--- src/rtl/fcv_pkg.sv ---
package fcv_pkg;
  localparam int REPEATS  = 5;
  localparam int EARLY_AT = 2;   // index of third copy
  localparam int IDX_W    = $clog2(REPEATS);

  typedef struct packed {
    logic err;
    logic fil;
  } word_flags_t;
endpackage

--- src/rtl/fcv_copy_store.sv ---
module fcv_copy_store
  import fcv_pkg::*;
#(
  parameter int W = 30
) (
  input  logic                           clk_i,
  input  logic                           rst_ni,
  input  logic                           sync_i,
  input  logic                           valid_i,
  input  logic [W-1:0]                   data_i,
  output logic [IDX_W-1:0]               idx_o,
  output logic [REPEATS-2:0][W-1:0]      copies_o
);
  logic [IDX_W-1:0]          idx_q;
  logic [REPEATS-2:0][W-1:0] copies_q;

  assign idx_o    = sync_i ? '0 : idx_q;
  assign copies_o = copies_q;

  always_ff @(posedge clk_i or negedge rst_ni) begin
    if (!rst_ni) begin
      idx_q    <= '0;
      copies_q <= '0;
    end else if (valid_i) begin
      idx_q <= (idx_o == IDX_W'(REPEATS - 1)) ? '0 : idx_o + 1'b1;
      for (int k = 0; k < REPEATS - 1; k++)
        if (idx_o == IDX_W'(k)) copies_q[k] <= data_i;
    end else if (sync_i) begin
      idx_q <= '0;
    end
  end
endmodule

--- src/rtl/fcv_maj5.sv ---
module fcv_maj5 #(
  parameter int W = 30
) (
  input  logic [4:0][W-1:0] v_i,
  output logic [W-1:0]      maj_o
);
  for (genvar b = 0; b < W; b++) begin : g_bit
    logic [2:0] sum;
    assign sum = {2'b0, v_i[0][b]} + {2'b0, v_i[1][b]} + {2'b0, v_i[2][b]}
               + {2'b0, v_i[3][b]} + {2'b0, v_i[4][b]};
    assign maj_o[b] = (sum >= 3'd3);
  end
endmodule

--- src/rtl/fcv_busy_vote.sv ---
module fcv_busy_vote #(
  parameter int DEPTH = 3
) (
  input  logic clk_i,
  input  logic rst_ni,
  input  logic valid_i,
  input  logic bit_i,
  output logic busy_o
);
  localparam int CW = $clog2(DEPTH + 1);
  logic [DEPTH-1:0] hist_q;

  always_ff @(posedge clk_i or negedge rst_ni) begin
    if (!rst_ni)      hist_q <= '0;
    else if (valid_i) hist_q <= {hist_q[DEPTH-2:0], bit_i};
  end

  assign busy_o = ($countones(hist_q) > CW'(DEPTH / 2));
endmodule

--- src/rtl/fcv_fwd_filter.sv ---
module fcv_fwd_filter
  import fcv_pkg::*;
#(
  parameter int          W         = 28,
  parameter logic [W-1:0] FILL_MASK = '1
) (
  input  logic        clk_i,
  input  logic        rst_ni,
  input  logic        strobe_i,
  input  word_flags_t flags_i,
  input  logic [W-1:0] word_i,
  input  logic        fill_en_i,
  input  logic        bch_en_i,
  output logic        fwd_o,
  output logic [W-1:0] word_o
);
  logic [W-1:0] prev_q;
  logic         prev_vld_q;
  logic         drop_err, drop_fill;

  assign drop_err  = bch_en_i && flags_i.err;
  assign drop_fill = fill_en_i && flags_i.fil && prev_vld_q
                  && (((word_i ^ prev_q) & FILL_MASK) == '0);

  always_ff @(posedge clk_i or negedge rst_ni) begin
    if (!rst_ni) begin
      fwd_o      <= 1'b0;
      word_o     <= '0;
      prev_q     <= '0;
      prev_vld_q <= 1'b0;
    end else begin
      fwd_o <= strobe_i && !drop_err && !drop_fill;
      if (strobe_i) begin
        word_o <= word_i;
        if (!flags_i.err) begin
          prev_vld_q <= flags_i.fil;
          if (flags_i.fil) prev_q <= word_i;
        end
      end
    end
  end
endmodule

--- src/rtl/fcv_voter.sv ---
module fcv_voter
  import fcv_pkg::*;
#(
  parameter int                WORD_W     = 28,
  parameter int                SETUP_STEP = 4,
  parameter logic [WORD_W-1:0] FILL_MASK  = '1
) (
  input  logic              clk_i,
  input  logic              rst_ni,
  input  logic              frame_sync_i,
  input  logic              word_valid_i,
  input  logic [WORD_W-1:0] word_i,
  input  logic              bch_err_i,
  input  logic              filler_i,
  input  logic              busy_valid_i,
  input  logic              busy_bit_i,
  input  logic              early_en_i,
  input  logic [1:0]        setup_sel_i,
  input  logic              filler_filt_en_i,
  input  logic              bch_filt_en_i,
  output logic              vote_o,
  output logic              busy_o,
  output logic              fwd_o,
  output logic [WORD_W-1:0] fwd_word_o
);
  localparam int DW    = WORD_W + 2;
  localparam int REL_W = $clog2(4 * SETUP_STEP + 1);

  logic [DW-1:0]                in_vec, voted;
  logic [IDX_W-1:0]             idx;
  logic [REPEATS-2:0][DW-1:0]   copies;
  logic [4:0][DW-1:0]           all_copies;
  logic                         early_hit, last_rep;
  logic                         low_q;
  logic [REL_W-1:0]             rel_q;
  word_flags_t                  vflags;

  assign in_vec = {bch_err_i, filler_i, word_i};

  fcv_copy_store #(.W(DW)) u_store (
    .clk_i   (clk_i),
    .rst_ni  (rst_ni),
    .sync_i  (frame_sync_i),
    .valid_i (word_valid_i),
    .data_i  (in_vec),
    .idx_o   (idx),
    .copies_o(copies)
  );

  assign all_copies[3:0] = copies;
  assign all_copies[4]   = in_vec;

  fcv_maj5 #(.W(DW)) u_maj (
    .v_i  (all_copies),
    .maj_o(voted)
  );

  assign early_hit = word_valid_i && (idx == IDX_W'(EARLY_AT))
                  && (copies[0][WORD_W-1:0] == copies[1][WORD_W-1:0])
                  && (copies[1][WORD_W-1:0] == word_i);
  assign last_rep  = word_valid_i && (idx == IDX_W'(REPEATS - 1));

  // early vote pin with delayed release
  always_ff @(posedge clk_i or negedge rst_ni) begin
    if (!rst_ni) begin
      low_q <= 1'b0;
      rel_q <= '0;
    end else if (!early_en_i || frame_sync_i) begin
      low_q <= 1'b0;
      rel_q <= '0;
    end else begin
      if (early_hit) low_q <= 1'b1;
      if (last_rep && low_q) begin
        rel_q <= REL_W'((int'(setup_sel_i) + 1) * SETUP_STEP);
      end else if (rel_q != '0) begin
        rel_q <= rel_q - 1'b1;
        if (rel_q == REL_W'(1)) low_q <= 1'b0;
      end
    end
  end

  assign vote_o = !low_q;

  fcv_busy_vote #(.DEPTH(3)) u_busy (
    .clk_i  (clk_i),
    .rst_ni (rst_ni),
    .valid_i(busy_valid_i),
    .bit_i  (busy_bit_i),
    .busy_o (busy_o)
  );

  assign vflags = word_flags_t'(voted[DW-1:WORD_W]);

  fcv_fwd_filter #(.W(WORD_W), .FILL_MASK(FILL_MASK)) u_filt (
    .clk_i    (clk_i),
    .rst_ni   (rst_ni),
    .strobe_i (last_rep),
    .flags_i  (vflags),
    .word_i   (voted[WORD_W-1:0]),
    .fill_en_i(filler_filt_en_i),
    .bch_en_i (bch_filt_en_i),
    .fwd_o    (fwd_o),
    .word_o   (fwd_word_o)
  );
endmodule

--- config.mk ---
export PLATFORM = sky130hd
export DESIGN_NAME = fcv_voter
export DESIGN_NICKNAME = d
export VERILOG_FILES = /design/src/rtl/fcv_pkg.sv /design/src/rtl/fcv_copy_store.sv /design/src/rtl/fcv_maj5.sv /design/src/rtl/fcv_busy_vote.sv /design/src/rtl/fcv_fwd_filter.sv /design/src/rtl/fcv_voter.sv
export SDC_FILE = /design/constraint.sdc
export NUM_CORES = 1
export LEC_CHECK = 0
export BUFFER_PORTS_ARGS = -buffer_cell sky130_fd_sc_hd__buf_4
export CORE_UTILIZATION = 55
export CTS_CLUSTER_DIAMETER = 80
export CTS_CLUSTER_SIZE = 24
export DETAILED_ROUTE_END_ITERATION = 12
export PLACE_DENSITY = 0.77
export SYNTH_ARGS = -nofsm -noshare
export SYNTH_HDL_FRONTEND = slang
export SYNTH_SLANG_ARGS = --single-unit
export TNS_END_PERCENT = 50
--- constraint.sdc ---
create_clock -name clk_i -period 3.15 [get_ports clk_i]
set_input_delay 0.4725 -clock clk_i [delete_from_list [all_inputs] [get_ports clk_i]]
set_output_delay 0.4725 -clock clk_i [all_outputs]
set_load 0.05 [all_outputs]
==> impl_results.md <==
* Yosys reg bits at 190
* RSZ-0062 raised after global routing: true
* Final Slew Violations at 0
* Final WL at 21.2 mm
* TritonCTS clock tree: yes
* Number of buffer and inverter stages on the critical path at 2
* CTS Buffer Depth at 2
* Synth async-reset ratio at 100%
* GRT busiest layer: met2
* Crit Path Max Fanout at 3
* # setup viols final at 0
* Initial Util at 56.2%
* Hold buffers post-CTS at 0
* Largest net degree at the start of global routing at 67
* Worst Tran Pin Value at 0.632 ns
* Placed cell count at 1116
* WL per Instance at 18.5 µm
* Post-synth EDFFs at 0
* Gr ovfl total at 0
* Core box area at 18000 µm²
* Die W at 138 µm
* Ys Warns at 0
* Synth area leaders: dfrtp_1 (47%), fa_1 (12%), mux2_2 (11%), ha_1 (8.7%), nand2_1 (3.3%)
* RePlAce Congestion at 0.845
* P_leak at 0.00561 µW
* 1st-iter DRT viols at 371
* FF+latch area at 4750 µm²
* Layout Skew at 0.00811 ns
* Met2 usage at 37.9%
* Final Critical Period at 3.01 ns
* Data required, critical path at about 3.5 ns
* Vias in the first global route at 6523
* Worst skew pair latency at 0.43 ns
* Layout Utilization at around two thirds
* Peak Freq at between 300 and 400 MHz
* M3 GR Usage at 4.49%
* Clock power share at 21.5%
* Antenna diodes at 0
* GRT Resource Usage Total at 24.6%
* Layout net count at 1077
* Final count of hold timing violations at 0
* Worst-path cell chain: ha_1 -> inv_1 -> fa_1 -> inv_1 -> ha_1 -> fa_1 -> a21oi_2 -> xor2_1 -> nand4_1 -> nor4_1 -> a21oi_1
* Worst min path class: primary input to async pin
* CTS HTree Levels at 4
* Final worst-path cycle share at ~95%
* Fill cells at 1355
* Core Rows at 49
* GR Layer Usage met1 at a little over a third
* Vias at 6382
* Die Y at about 140 µm
* Crit-path slowest cell: fa_1
* Slew margin rel. at 57.8%
* Sw Share at 37.8%
* Via density per instance at 5.56
* Top cell type's share of synthesized area at 47.1%
* Top cell family by delay on the critical path: adder cells
* Cell Area, Synth at 10100 µm²
* Share of post-route cells with drive strength above 1 at 27.6%
* Area Growth Syn to Fin at 16.3%
* PwrDens at just over 900 nW/µm²
* Die Area at 18900 µm²
* Distinct cell type count after synthesis at 35
* Detailed Place HPWL at roughly 15 mm
* Top post-synthesis cells by count: dfrtp_1 (190), mux2_2 (99), nand2_1 (90)
* Highest ir drop seen on vdd at between 600 and 700 µV
* Postcts setup bufs at 0
* Syn nets at between 900 and 1000
* Initial antenna violation count at 0
* Post-synthesis sequential area ratio at about 47%
* Num CTS Buffers at 17
* Area of the multi-input gates at between 5000 and 6000 µm²
* Crit-path max cell delay at 0.47 ns
* Syn Inst Count at 805
* Mean area per synthesized cell at 12.5 µm²
* Combinational power share at 45.4%
* Switching power total at 4050 µW
* Seq pwr share at roughly a third
* Status: finished, final reports clean
* Residual DRC at 0
* ANT nets after route at 0
* MaxCap Viol Count at 0
* 1st-pass router iterations at 4
* Finished Layout Cells at 1147
* Top_reg_cell synth: dfrtp_1
* CP Launch Type: register
* Root Buffer: clkbuf_16
* Sinks on Clock Net at 190
* Most frequent cell after synthesis: dfrtp_1
* WP data arrival at 3.31 ns
* Setup CP Type: register to register
* Internal power at between 6000 and 7000 µW
* First-pass GRT wire length at between 30 and 40 mm
* CTS clk-pin slew, worst paths at 0.06 ns
* I/O pins at 72
* Port buffer count at approximately 70
* Dominant cell type by area after synthesis: dfrtp_1
* Worst Setup End Kind: register
[power by group through the flow]
stage                     sequential (µW)  clock [µW]  combinational [µW]
after floorplan                      3770           0                2860
after global placement               3560           0                4650
after detailed placement             3590           0                4870
after CTS                            3550        2330                4910
after global routing                 3630        2420                5490
final                                3550        2300                4860
[final timing paths]
kind	slack, ns	cells after the start	end	startpoint
worst min register to register	0.48	2	u_filt.word_o[24]	u_filt.word_o[24]
worst max register to register	0.14	11	u_filt.fwd_o	u_store.copies_o[57]
min in group clk_i	0.22	2	rel_q[2]	setup_sel_i[0]
worst min-delay path	0.03	1	u_store.copies_o[117]	rst_ni
worst max-delay path	0.14	11	u_filt.fwd_o	u_store.copies_o[57]
max in group asynchronous	2.30	2	u_store.copies_o[37]	rst_ni
[worst register-to-register path: stages, from the launching register on]
cell     delay (ns)
dfrtp_1        0.40
ha_1           0.32
inv_1          0.06
fa_1           0.47
inv_1          0.04
ha_1           0.18
fa_1           0.46
a21oi_2        0.21
xor2_1         0.21
nand4_1        0.13
nor4_1         0.30
a21oi_1        0.10
[routing by layer]
metal	vias up	part of all wire, %	wire length (µm)
li1	2958	-	-
met1	3265	46	9800
met2	128	47	10000
met3	31	4.4	923
met4	0	2.1	451
met5	-	0	0
[per-stage QoR]
stage | cell area [µm²] | setup TNS [ns] | setup WS, ns | power, µW | hold WS [ns]
after floorplan | 10100 | 0 | 0.369 | 6630 | 0.177
after global placement | 11100 | 0 | 0.172 | 8210 | 0.463
after detailed placement | 11100 | 0 | 0.125 | 8450 | 0.470
after CTS | 11700 | 0 | 0.0985 | 10800 | 0.0563
after global routing | 11700 | -0.00801 | -0.00801 | 11500 | 0.0658
final | 11700 | 0 | 0.143 | 10700 | 0.0279
[what timing repair did]
action	CTS	global route
resized for setup	0	3
setup endpoints to repair	0	3
hold endpoints to repair	0	0
[state kept, by name, summed over array words and instances (netlist names)]
register           count
u_filt.word_o         28
u_filt.fwd_o           1
low_q                  1
u_filt.prev_q         28
rel_q                  5
u_store.copies_o     120
u_store.idx_q          3
u_busy.hist_q          3
u_filt.prev_vld_q      1
[final cells by class]
type                    count  area share, %
inverters                  38           1.21
well taps                 229           2.44
clock buffers              21           3.92
multi-input cells         552           43.1
repair buffers            107           7.53
clock inverters            10           1.37
flip-flops and latches    190           40.5
[logic make-up after synthesis]
group | Yosys count | share of synthesized area [%]
mux | 99 | 11.0
simple gates | 140 | 6.53
flops | 190 | 47.1
fa+ha+maj | 130 | 20.6
compound gates | 122 | 6.59
xor+xnor | 61 | 5.29
buf+inv | 63 | 2.91
[placed cells by master, fill, tap and decap left out, types with 2 or more instances in the layout]
| master | count |
|---|---|
| nand2b_1 | 3 |
| a21oi_2 | 2 |
| mux2_2 | 99 |
| nor4_1 | 12 |
| buf_4 | 100 |
| xor2_1 | 32 |
| nor3_1 | 4 |
| clkinv_2 | 3 |
| buf_12 | 6 |
| fa_1 | 60 |
| nand3_2 | 4 |
| a21oi_1 | 29 |
| o21ai_2 | 10 |
| a211oi_1 | 3 |
| clkbuf_8 | 3 |
| o21ai_0 | 63 |
| clkbuf_1 | 2 |
| nor2_1 | 7 |
| bufinv_16 | 4 |
| nand2_1 | 90 |
| dfrtp_1 | 190 |
| ha_1 | 70 |
| clkbuf_16 | 17 |
| inv_1 | 37 |
| xnor2_1 | 29 |
| nand3_1 | 2 |
| nand4_1 | 13 |
| clkinv_4 | 2 |
| o21ai_1 | 11 |
Power figures use the tool's default switching activity.
